## config.mk

```make
export PLATFORM = sky130hd
export DESIGN_NAME = pll_postdiv_cfg
export DESIGN_NICKNAME = d
export VERILOG_FILES = /design/src/rtl/pll_postdiv_cfg.sv
export SDC_FILE = /design/constraint.sdc
export NUM_CORES = 1
export LEC_CHECK = 0
export ABC_AREA = 1
export ABC_CLOCK_PERIOD_IN_PS = 3400
export CAP_MARGIN = 20
export CELL_PAD_IN_SITES_DETAIL_PLACEMENT = 0
export CELL_PAD_IN_SITES_GLOBAL_PLACEMENT = 1
export CORE_UTILIZATION = 40
export DETAILED_ROUTE_END_ITERATION = 8
export GPL_TIMING_DRIVEN = 1
export PLACE_DENSITY_LB_ADDON = 0.1
export SLEW_MARGIN = 20
export SYNTH_ARGS = -nofsm -noshare
export SYNTH_HDL_FRONTEND = slang
export SYNTH_SLANG_ARGS = --single-unit
```

## constraint.sdc

```tcl
create_clock -name clk -period 3.4 [get_ports clk]
set_input_delay 0.68 -clock clk [delete_from_list [all_inputs] [get_ports clk]]
set_output_delay 0.68 -clock clk [all_outputs]
set_load 0.01 [all_outputs]
```

## src/rtl/pll_postdiv_cfg.sv

```systemverilog
module pll_postdiv_cfg #(
  parameter int MW       = 9,
  parameter int DW       = 7,
  parameter int MULT_MIN = 3,
  parameter int MULT_RST = 128,
  parameter int DIV_RST  = 1
) (
  input  logic        clk,
  input  logic        rst_n,
  input  logic        wr_en,
  input  logic [31:0] wr_data,
  input  logic        rd_en,
  output logic [31:0] rd_data,
  input  logic        pll_on,
  input  logic        pll_rdy,
  output logic        p_en,
  output logic        q_en,
  output logic        r_en,
  output logic        p_clk,
  output logic        q_clk,
  output logic        r_clk
);
  localparam int P_LO = MW;
  localparam int Q_LO = P_LO + DW;
  localparam int R_LO = Q_LO + DW;
  localparam int PAD  = 31 - (R_LO + DW);

  logic [MW-1:0] mult_q;
  logic [DW-1:0] code [3];
  logic          err_q;

  wire           unlocked = !pll_on && !pll_rdy;
  wire           wr_ok    = wr_en && unlocked;
  wire [MW-1:0]  new_m    = wr_data[0 +: MW];
  wire [DW-1:0]  new_p    = wr_data[P_LO +: DW];
  wire           m_ok     = new_m >= MW'(MULT_MIN);
  wire           p_ok     = new_p[0];

  always_ff @(posedge clk or negedge rst_n) begin
    if (!rst_n) begin
      mult_q  <= MW'(MULT_RST);
      code[0] <= DW'(DIV_RST);
      code[1] <= DW'(DIV_RST);
      code[2] <= DW'(DIV_RST);
    end else if (wr_ok) begin
      if (m_ok) mult_q  <= new_m;
      if (p_ok) code[0] <= new_p;
      code[1] <= wr_data[Q_LO +: DW];
      code[2] <= wr_data[R_LO +: DW];
    end
  end

  always_ff @(posedge clk or negedge rst_n) begin
    if (!rst_n)                        err_q <= 1'b0;
    else if (wr_ok && !(m_ok && p_ok)) err_q <= 1'b1;
    else if (rd_en)                    err_q <= 1'b0;
  end

  assign rd_data = {err_q, {PAD{1'b0}}, code[2], code[1], code[0], mult_q};

  logic [2:0] en_v, dclk_v;

  for (genvar g = 0; g < 3; g++) begin : g_div
    logic [DW-1:0] cnt;
    wire  [DW:0]   half = ({1'b0, code[g]} + 1'b1) >> 1;
    wire           wrap = cnt >= code[g];

    always_ff @(posedge clk or negedge rst_n) begin
      if (!rst_n)        cnt <= '0;
      else if (!pll_rdy) cnt <= '0;
      else if (wrap)     cnt <= '0;
      else               cnt <= cnt + 1'b1;
    end

    assign en_v[g]   = pll_rdy && (cnt == code[g]);
    assign dclk_v[g] = pll_rdy && ((code[g] == '0) ? clk : ({1'b0, cnt} < half));
  end

  assign p_en  = en_v[0];
  assign q_en  = en_v[1];
  assign r_en  = en_v[2];
  assign p_clk = dclk_v[0];
  assign q_clk = dclk_v[1];
  assign r_clk = dclk_v[2];

  AST_LOCK_HOLDS: assert property (@(posedge clk) disable iff (!rst_n)
    (pll_on || pll_rdy) |=> $stable(rd_data[30:0]));
  AST_LOCK_NO_ERR: assert property (@(posedge clk) disable iff (!rst_n)
    ((pll_on || pll_rdy) && !rd_en) |=> $stable(err_q));
  AST_MULT_LEGAL: assert property (@(posedge clk) disable iff (!rst_n)
    rd_data[MW-1:0] >= MW'(MULT_MIN));
  AST_P_ODD: assert property (@(posedge clk) disable iff (!rst_n)
    rd_data[P_LO]);
  AST_ERR_SET: assert property (@(posedge clk) disable iff (!rst_n)
    (wr_en && unlocked && !new_m[MW-1:2] && new_m[1:0] != 2'b11) |=> rd_data[31]);
  AST_IDLE_QUIET: assert property (@(posedge clk) disable iff (!rst_n)
    !pll_rdy |-> (en_v == 3'b000));
  AST_ONE_PULSE: assert property (@(posedge clk) disable iff (!rst_n)
    (pll_rdy && p_en && code[0] != '0 && $stable(pll_rdy)) |=> !p_en);
endmodule

```

==> results of run 1 <==
[layer usage]
layer / up-vias / part of all wire, % / track usage [%]
li1: 1573 / - / -
met1: 1362 / 47 / 25.5
met2: 58 / 46 / 32.2
met3: 10 / 4.9 / 5.02
met4: 0 / 1.3 / 7.95
met5: - / 0 / 0
[synthesized netlist by cell type]
master	instances
nand2_1	112
nor2_1	60
inv_1	54
dfrtp_1	48
ha_1	46
nand3_1	25
a21oi_1	19
o21ai_0	19
xor2_1	15
xnor2_1	8
buf_4	4
nand4_1	4
nor3_1	4
buf_2	3
dfstp_2	3
a21o_1	2
a31o_2	2
buf_6	2
conb_1	2
inv_2	2
nand3_2	2
nor4_1	2
o21bai_1	2
a21oi_2	1
nand2_2	1
nand3b_1	1
o21a_1	1
o21ai_4	1
or2_0	1
[cell type report]
type,instances,area (um2),share of cell area (%)
tap,105,131,2.96
timing repair buffer,74,726,16.3
multi-input combinational,330,1930,43.5
clock buffer,12,148,3.32
inverter,56,210,4.73
sequential,51,1280,28.8
clock inverter,2,16.3,0.366
[per-stage QoR]
step	worst slack, ns	hold slack, ns	instances	area [um2]
after floorplan	0.793	0.384	446	3480
after CTS	0.0540	0.214	628	4430
final	0.218	0.204	630	4440
after global placement	0.272	0.452	616	4270
after detailed placement	0.272	0.462	616	4270
after global routing	0.0195	0.224	630	4440
[critical path, cell delays in order (launching register included)]
cell	delay (ns)
dfstp_2	0.58
ha_1	0.18
nand3_1	0.15
nor3_2	0.16
xor2_1	0.16
ha_1	0.24
nand2_1	0.08
inv_1	0.04
a21oi_1	0.13
nand2_1	0.06
a21oi_1	0.14
clkbuf_2	0.15
[logic make-up (layout without fill, tap and decap cells)]
logic type      after synthesis  after routing
other cells                   2              2
buf+inv                      65            144
compound gates               47             47
simple gates                212            212
xor+xnor                     23             23
flops                        51             51
fa+ha+maj                    46             46
[worst paths after layout]
kind,slack (ns),from,endpoint
max reg2reg,1.79,rd_data[29],g_div[2].cnt[6]
max,0.22,rd_data[23],r_clk
max in group asynchronous,2.38,rst_n,rd_data[23]
min in group clk,0.48,mult_q[5],mult_q[5]
min,0.20,rst_n,g_div[1].cnt[4]
min reg2reg,0.48,mult_q[5],mult_q[5]
[registers in the layout (all words and copies together) (netlist names)]
signal,flops
g_div.cnt,21
rd_data,20
err_q,1
mult_q,9
[power groups by stage]
stage | combinational (W) | sequential [W] | clock [W]
2_1_floorplan | 0.000350 | 0.000798 | 0.00000541
3_3_place_gp | 0.000629 | 0.000791 | 0.0000132
3_5_place_dp | 0.000644 | 0.000790 | 0.0000132
4_1_cts | 0.000650 | 0.000781 | 0.000538
5_1_grt | 0.000748 | 0.000791 | 0.000561
6_report | 0.000647 | 0.000777 | 0.000514
[what timing repair did]
action / in CTS / in global routing
buffers inserted: 0 / 2
endpoints found under the setup margin: 2 / 3
gates resized for setup: 4 / 5
==> results.sh, run 1 <==
export IMPL_status="finished, final reports clean"
export IMPL_cp_start_kind="flop"
export IMPL_hold_violations=0
export IMPL_place_congestion=0.754
export IMPL_initial_utilization_pct=41.9
export IMPL_rsz0062_at_grt="false"
export IMPL_hold_path_class="in -> async"
export IMPL_worstPathRequired_ns=2.72
export IMPL_seq_area_frac_synth_pct=36.8
export IMPL_seq_power_share_pct=40.1
export IMPL_drt_iter0_markers=52
export IMPL_gr_total_overflow=0
export IMPL_dieArea_um2=9080
export IMPL_worstSetupPathType="reg -> out"
export IMPL_yosysTopAreaCell="dfrtp_1"
export IMPL_finalSetupViolCount=0
export IMPL_syn_nets=530
export IMPL_grt_pass1_wl_mm=13.7
export IMPL_die_width_um=95.3
export IMPL_coreArea_um2=8300
export IMPL_syn_area_um2=3480
export IMPL_hpwl_mm=6.25
export IMPL_wl_per_cell_um=12.7
export IMPL_swShare_pct=34.5
export IMPL_ant_nets=0
export IMPL_synth_top_area_share_pct=34.5
export IMPL_io_pin_count=76
export IMPL_yosys_top_cells_area="dfrtp_1 35%, ha_1 17%, nand2_1 12%"
export IMPL_vdd_drop_max_mv=0.181
export IMPL_p_per_area_nw_per_um2=436
export IMPL_grt_max_degree=34
export IMPL_diodes=0
export IMPL_p_leak_nw=2.23
export IMPL_clk_pin_slew_ns=0.10
export IMPL_synth_simple_area_share_pct=24.9
export IMPL_final_max_slew_viol_count=0
export IMPL_synthXorXnorAreaFrac_pct=5.79
export IMPL_postSynthCellCount=446
export IMPL_switchingPower_w=0.000668
export IMPL_pwr_share_comb_pct=33.4
export IMPL_drc=0
export IMPL_postSynthAreaPerCell_um2=7.80
export IMPL_fin_nets=608
export IMPL_post_route_util_pct=53.6
export IMPL_period_share_pct=93.6
export IMPL_synth_compound_area_share_pct=7.76
export IMPL_muxShareOfSynthArea_pct=0
export IMPL_endpoint_kind="output pin"
export IMPL_arrival_ns=2.50
export IMPL_portBuffers=71
export IMPL_max_cap_violations=0
export IMPL_drive_gt1_share_pct=6.48
export IMPL_syn_to_final_growth_pct=27.7
export IMPL_grtUsageTotal_pct=20.0
export IMPL_crit_fanout=5
export IMPL_yosysWarnings=0
export IMPL_finalCriticalPeriod_ns=3.18
export IMPL_total_power_w=0.00194
export IMPL_tritoncts="built"
export IMPL_final_common_cell="nand2_1"
export IMPL_ys_types=29
export IMPL_reg2regPathDepth=9
export IMPL_synth_top_family_by_area="simple AND/OR/NAND/NOR gates"
export IMPL_synth_seq_cells=51
export IMPL_clock_latency_ns=0.41
export IMPL_holdBufCountCts=0
export IMPL_setup_tns_ns=0
export IMPL_finClkSkew_ns=0.00807
export IMPL_clock_fmax_ghz=0.314
export IMPL_firstDrtPassIters=4
export IMPL_p_clk_share_pct=26.5
export IMPL_internal_power_w=0.00127
export IMPL_antenna_found_initial=0
export IMPL_most_common_layout_cells="112 x nand2_1, 67 x clkdlybuf4s50_1, 60 x nor2_1"
export IMPL_synthAdderAreaFrac_pct=16.5
export IMPL_num_rows=33
export IMPL_avgViaCountPerCell=4.77
export IMPL_wirelength_mm=8.00
export IMPL_grt_pass1_vias=2951
export IMPL_die_h_um=95.3
export IMPL_via_count=3003
export IMPL_fill_cells=819
Note: power is estimated with default switching activity, not from simulation.
==> run 2: changes to the inputs <==
--- a/config.mk
+++ b/config.mk
@@ -7,13 +7,15 @@
 export LEC_CHECK = 0
 export ABC_AREA = 1
 export ABC_CLOCK_PERIOD_IN_PS = 3400
-export CAP_MARGIN = 20
+export CAP_MARGIN = 10
 export CELL_PAD_IN_SITES_DETAIL_PLACEMENT = 0
 export CELL_PAD_IN_SITES_GLOBAL_PLACEMENT = 1
+export CORE_MARGIN = 5
 export CORE_UTILIZATION = 40
 export DETAILED_ROUTE_END_ITERATION = 8
 export GPL_TIMING_DRIVEN = 1
 export PLACE_DENSITY_LB_ADDON = 0.1
+export SKIP_LAST_GASP = 1
 export SLEW_MARGIN = 20
 export SYNTH_ARGS = -nofsm -noshare
 export SYNTH_HDL_FRONTEND = slang
==> run 2 against run 1 <==
Routed wire length grew 3.2%. Non-clock buffer count shrank 1. Highest routed layer unchanged. Final cell count grew 0.32%.
==> results.sh, run 2 (synthesized netlist as in run 1, its figures left out) <==
export IMPL_status="finished, final reports clean"
export IMPL_gr_total_overflow=0
export IMPL_dieArea_um2=10700
export IMPL_max_cap_violations=0
export IMPL_via_count=3005
export IMPL_antenna_found_initial=0
export IMPL_grtUsageMet3_pct=5.77
export IMPL_gr_usage_met1_pct=21.2
export IMPL_most_common_layout_cells="112 x nand2_1, 67 x clkdlybuf4s50_1, 60 x nor2_1"
export IMPL_grtUsageTotal_pct=16.6
export IMPL_holdBufCountCts=0
export IMPL_pwr_share_comb_pct=30.9
export IMPL_die_h_um=103
export IMPL_finalCriticalPeriod_ns=3.20
export IMPL_period_share_pct=94.2
export IMPL_cp_start_kind="flop"
export IMPL_final_max_slew_viol_count=0
export IMPL_drive_gt1_share_pct=6.49
export IMPL_reg2regPathDepth=7
export IMPL_hold_violations=0
export IMPL_grt_pass1_vias=2966
export IMPL_dpl_worst_slack_ns=0.273
export IMPL_grt_pass1_wl_mm=13.8
export IMPL_die_width_um=103
export IMPL_hold_path_class="in -> async"
export IMPL_finalSetupViolCount=0
export IMPL_endpoint_kind="output pin"
export IMPL_p_per_area_nw_per_um2=462
export IMPL_finClkSkew_ns=0.00416
export IMPL_fill_cells=832
export IMPL_drc=0
export IMPL_top_register="g_div.cnt"
export IMPL_switchingPower_w=0.000676
export IMPL_worstPathRequired_ns=2.72
export IMPL_use_met2_pct=26.3
export IMPL_largest_reg_flops=21
export IMPL_post_route_util_pct=52.1
export IMPL_regToRegEndpoint="g_div[2].cnt[2]"
export IMPL_diodes=0
export IMPL_place_congestion=0.798
export IMPL_initial_utilization_pct=40.5
export IMPL_num_rows=34
export IMPL_worstSetupPathType="reg -> out"
export IMPL_reg2reg_slack_ns=1.81
export IMPL_fin_nets=607
export IMPL_swShare_pct=32.7
export IMPL_syn_to_final_growth_pct=28.7
export IMPL_portBuffers=71
export IMPL_io_pin_count=76
export IMPL_firstDrtPassIters=4
export IMPL_vdd_drop_max_mv=0.223
export IMPL_top_usage_layer="met2"
export IMPL_seq_power_share_pct=37.6
export IMPL_clk_pin_slew_ns=0.10
export IMPL_final_common_cell="nand2_1"
export IMPL_clock_fmax_ghz=0.312
export IMPL_fin_ws_ns=0.197
export IMPL_p_clk_share_pct=31.5
export IMPL_wirelength_mm=8.25
export IMPL_p_leak_nw=2.25
export IMPL_tritoncts="built"
export IMPL_post_cts_buffers=0
export IMPL_clock_latency_ns=0.41
export IMPL_drt_iter0_markers=44
export IMPL_avgViaCountPerCell=4.75
export IMPL_arrival_ns=2.52
export IMPL_internal_power_w=0.00139
export IMPL_rsz0062_at_grt="true"
export IMPL_crit_fanout=5
export IMPL_worstReg2RegStart="rd_data[25]"
export IMPL_coreArea_um2=8590
export IMPL_wl_per_cell_um=13.1
export IMPL_hpwl_mm=6.47
export IMPL_grt_max_degree=29
export IMPL_ant_nets=0
-- run 2: cell count changes in the layout (fill, tap and decap cells not counted) --
| cell | change |
|---|---|
| dfrtp_2 | +1 |
| clkinv_4 | -1 |
| clkbuf_8 | -1 |
| dfrtp_1 | -1 |
| buf_4 | -1 |
| bufinv_16 | +2 |
-- run 2: area by class of cell --
type | instances | area, um2 | area share (%)
Timing Repair Buffer | 73 | 718 | 16.0
Sequential cell | 51 | 1280 | 28.6
Clock buffer | 11 | 134 | 2.99
Tap cell | 108 | 135 | 3.02
Clock inverter | 3 | 67.6 | 1.51
Multi-Input combinational cell | 330 | 1930 | 43.2
Inverter | 56 | 210 | 4.69
-- run 2: worst max path at each step --
stage / startpoint / end / cells after the start
after floorplan: rd_data[16] / q_clk / 10
after global placement: rd_data[16] / q_clk / 11
after detailed placement: rd_data[16] / q_clk / 11
after CTS: rd_data[23] / r_clk / 11
after global routing: rd_data[23] / r_clk / 11
final: rd_data[23] / r_clk / 11
-- run 2: worst max-delay path, stage by stage, from the launching register on --
cell and delay, ns:
dfstp_2 0.59, ha_1 0.19, nand3_1 0.14, nor3_2 0.17
xor2_1 0.16, ha_1 0.24, nand2_1 0.08, inv_1 0.04
a21oi_1 0.13, nand2_1 0.06, a21oi_1 0.15, clkbuf_2 0.16
-- run 2: per-stage QoR --
step	setup TNS, ns	cell area (um2)	hold WS [ns]	std cells	power (W)
finish	0	4480	0.105	632	0.00207
global placement	0	4280	0.457	620	0.00144
global route	-0.0756	4480	0.0946	632	0.00223
detailed placement	0	4280	0.459	620	0.00145
CTS	0	4480	0.0960	632	0.00211
floorplan	0	3480	0.384	446	0.00115
-- run 2: per-layer routing --
layer	wire (um)	share of wire (%)
met1	3860	47
met3	525	6.4
met4	109	1.3
met5	0	0
met2	3760	46
-- run 2: power by group through the flow --
stage                 clock, W  combinational [W]  sequential (W)
floorplan           0.00000541           0.000350        0.000798
global placement     0.0000132           0.000633        0.000789
detailed placement   0.0000132           0.000645        0.000789
CTS                   0.000679           0.000651        0.000779
global route          0.000698           0.000736        0.000793
finish                0.000651           0.000640        0.000778
-- run 2: repair_timing --
item	in CTS	in global routing
resized for setup	4	6
pin swaps	0	1
setup endpoints to repair	2	3
cloned	0	0
==> run 3: changes to the inputs <==
--- a/config.mk
+++ b/config.mk
@@ -20,3 +20,4 @@
 export SYNTH_ARGS = -nofsm -noshare
 export SYNTH_HDL_FRONTEND = slang
 export SYNTH_SLANG_ARGS = --single-unit
+export TNS_END_PERCENT = 50
==> run 3 against run 2 <==
Sequential power about the same. Register-to-register slack hardly changed. Power about the same. Routed wire length unchanged. Critical path depth stayed put. Maximum frequency about the same. Global-route usage is the same. Non-clock buffer count did not move. Sequential share of layout area about the same. Clock-buffer cell count stayed put. Final cell count did not move. Die area did not move. Largest power group unchanged.
==> results.sh, run 3 (synthesized netlist as in run 1, its figures left out) <==
export IMPL_status="finished, final reports clean"
export IMPL_num_rows=34
export IMPL_total_power_w=0.00207
export IMPL_drc=0
export IMPL_wl_per_cell_um=13.1
export IMPL_crit_fanout=5
export IMPL_grtUsageTotal_pct=16.6
export IMPL_finalSetupViolCount=0
export IMPL_finalCriticalPeriod_ns=3.20
export IMPL_fin_nets=607
export IMPL_initial_utilization_pct=40.5
export IMPL_endpoint_kind="output pin"
export IMPL_die_h_um=103
export IMPL_io_pin_count=76
export IMPL_crit_start="rd_data[23]"
export IMPL_clock_fmax_ghz=0.312
export IMPL_largest_reg_flops=21
export IMPL_post_route_util_pct=52.2
export IMPL_reg2reg_slack_ns=1.81
export IMPL_via_count=2998
export IMPL_reg2regPathDepth=7
export IMPL_timing_hold_ws_ns=0.105
export IMPL_crit_chain="ha_1 > nand3_1 > nor3_2 > xor2_1 > ha_1 > nand2_1 > inv_1 > a21oi_1 > nand2_1 > a21oi_1 > clkbuf_2"
export IMPL_syn_to_final_growth_pct=28.9
export IMPL_ant_nets=0
export IMPL_gr_total_overflow=0
export IMPL_cp_slowest_cell="dfstp_2"
export IMPL_most_common_layout_cells="112 x nand2_1, 67 x clkdlybuf4s50_1, 60 x nor2_1"
export IMPL_setup_tns_ns=0
export IMPL_diodes=0
export IMPL_rsz0062_at_grt="true"
export IMPL_grt_max_degree=29
export IMPL_max_cap_violations=0
export IMPL_p_per_area_nw_per_um2=461
export IMPL_vdd_drop_max_mv=0.223
export IMPL_worstPathRequired_ns=2.72
export IMPL_worstSetupPathType="reg -> out"
export IMPL_dieArea_um2=10700
export IMPL_hold_violations=0
export IMPL_p_leak_nw=2.25
export IMPL_wirelength_mm=8.25
export IMPL_final_common_cell="nand2_1"
export IMPL_grt_pass1_vias=2966
export IMPL_fill_cells=831
export IMPL_clock_latency_ns=0.42
export IMPL_period_share_pct=94.2
export IMPL_final_max_slew_viol_count=0
export IMPL_finClkSkew_ns=0.00407
export IMPL_hpwl_mm=6.47
export IMPL_clk_pin_slew_ns=0.10
export IMPL_drt_iter0_markers=44
export IMPL_firstDrtPassIters=4
export IMPL_antenna_found_initial=0
export IMPL_top_register="g_div.cnt"
export IMPL_cpPeakStageDelay_ns=0.59
export IMPL_arrival_ns=2.52
export IMPL_tritoncts="built"
export IMPL_grt_pass1_wl_mm=13.8
export IMPL_regToRegEndpoint="g_div[2].cnt[2]"
export IMPL_cp_start_kind="flop"
export IMPL_die_width_um=103
export IMPL_place_congestion=0.798
export IMPL_avgViaCountPerCell=4.74
export IMPL_drive_gt1_share_pct=6.30
export IMPL_post_cts_buffers=0
export IMPL_fin_cells=632
export IMPL_portBuffers=71
export IMPL_hold_path_class="in -> async"
export IMPL_worstReg2RegStart="rd_data[25]"
export IMPL_coreArea_um2=8590
export IMPL_dp_cells=620
-- run 3: cell type report --
class / instances / area, um2 / share of cell area, %
Clock inverter: 3 / 67.6 / 1.51
Clock buffer: 11 / 141 / 3.15
Tap cell: 108 / 135 / 3.01
Multi-Input combinational cell: 330 / 1930 / 43.1
Timing Repair Buffer: 73 / 718 / 16.0
Inverter: 56 / 210 / 4.68
Sequential cell: 51 / 1280 / 28.6
-- run 3: worst max-delay path, delay by kind of cell (launching register included) --
family / cells / cell delay (ns)
xor+xnor: 1 / 0.16
flops: 1 / 0.59
fa+ha+maj: 2 / 0.43
buf+inv: 2 / 0.20
compound gates: 2 / 0.28
simple gates: 4 / 0.45
-- run 3: routing by layer --
metal	global-route usage, %	vias up	wire length, um
met2	26.3	62	3760
met4	5.58	0	109
met1	21.2	1356	3880
li1	-	1571	-
met5	0	-	0
met3	5.77	9	508
-- run 3: metrics by stage --
stage,setup WS [ns],instance area [um2]
2_1_floorplan,0.793,3480
3_3_place_gp,0.269,4280
3_5_place_dp,0.273,4280
4_1_cts,-0.239,4480
5_1_grt,-0.0756,4490
6_report,0.197,4490
-- run 3: worst max-delay path by stage --
stage,endpoint,slack [ns],cells past startpoint
6_report,r_clk,0.20,11
3_3_place_gp,q_clk,0.27,11
2_1_floorplan,q_clk,0.79,10
3_5_place_dp,q_clk,0.27,11
5_1_grt,r_clk,-0.08,11
4_1_cts,q_clk,-0.24,11
-- run 3: timing repair --
| item | CTS | global route |
|---|---|---|
| pin swaps | 0 | 1 |
| hold buffers | 0 | 0 |
| hold endpoints to repair | 0 | 0 |
| endpoints found under the setup margin | 2 | 3 |
| gates resized for setup | 2 | 6 |
-- run 3: power by group --
group	internal, W	total (W)	switching [W]
Sequential	0.000687	0.000778	0.0000916
Combinational	0.000309	0.000640	0.000331
Clock	0.000400	0.000652	0.000253
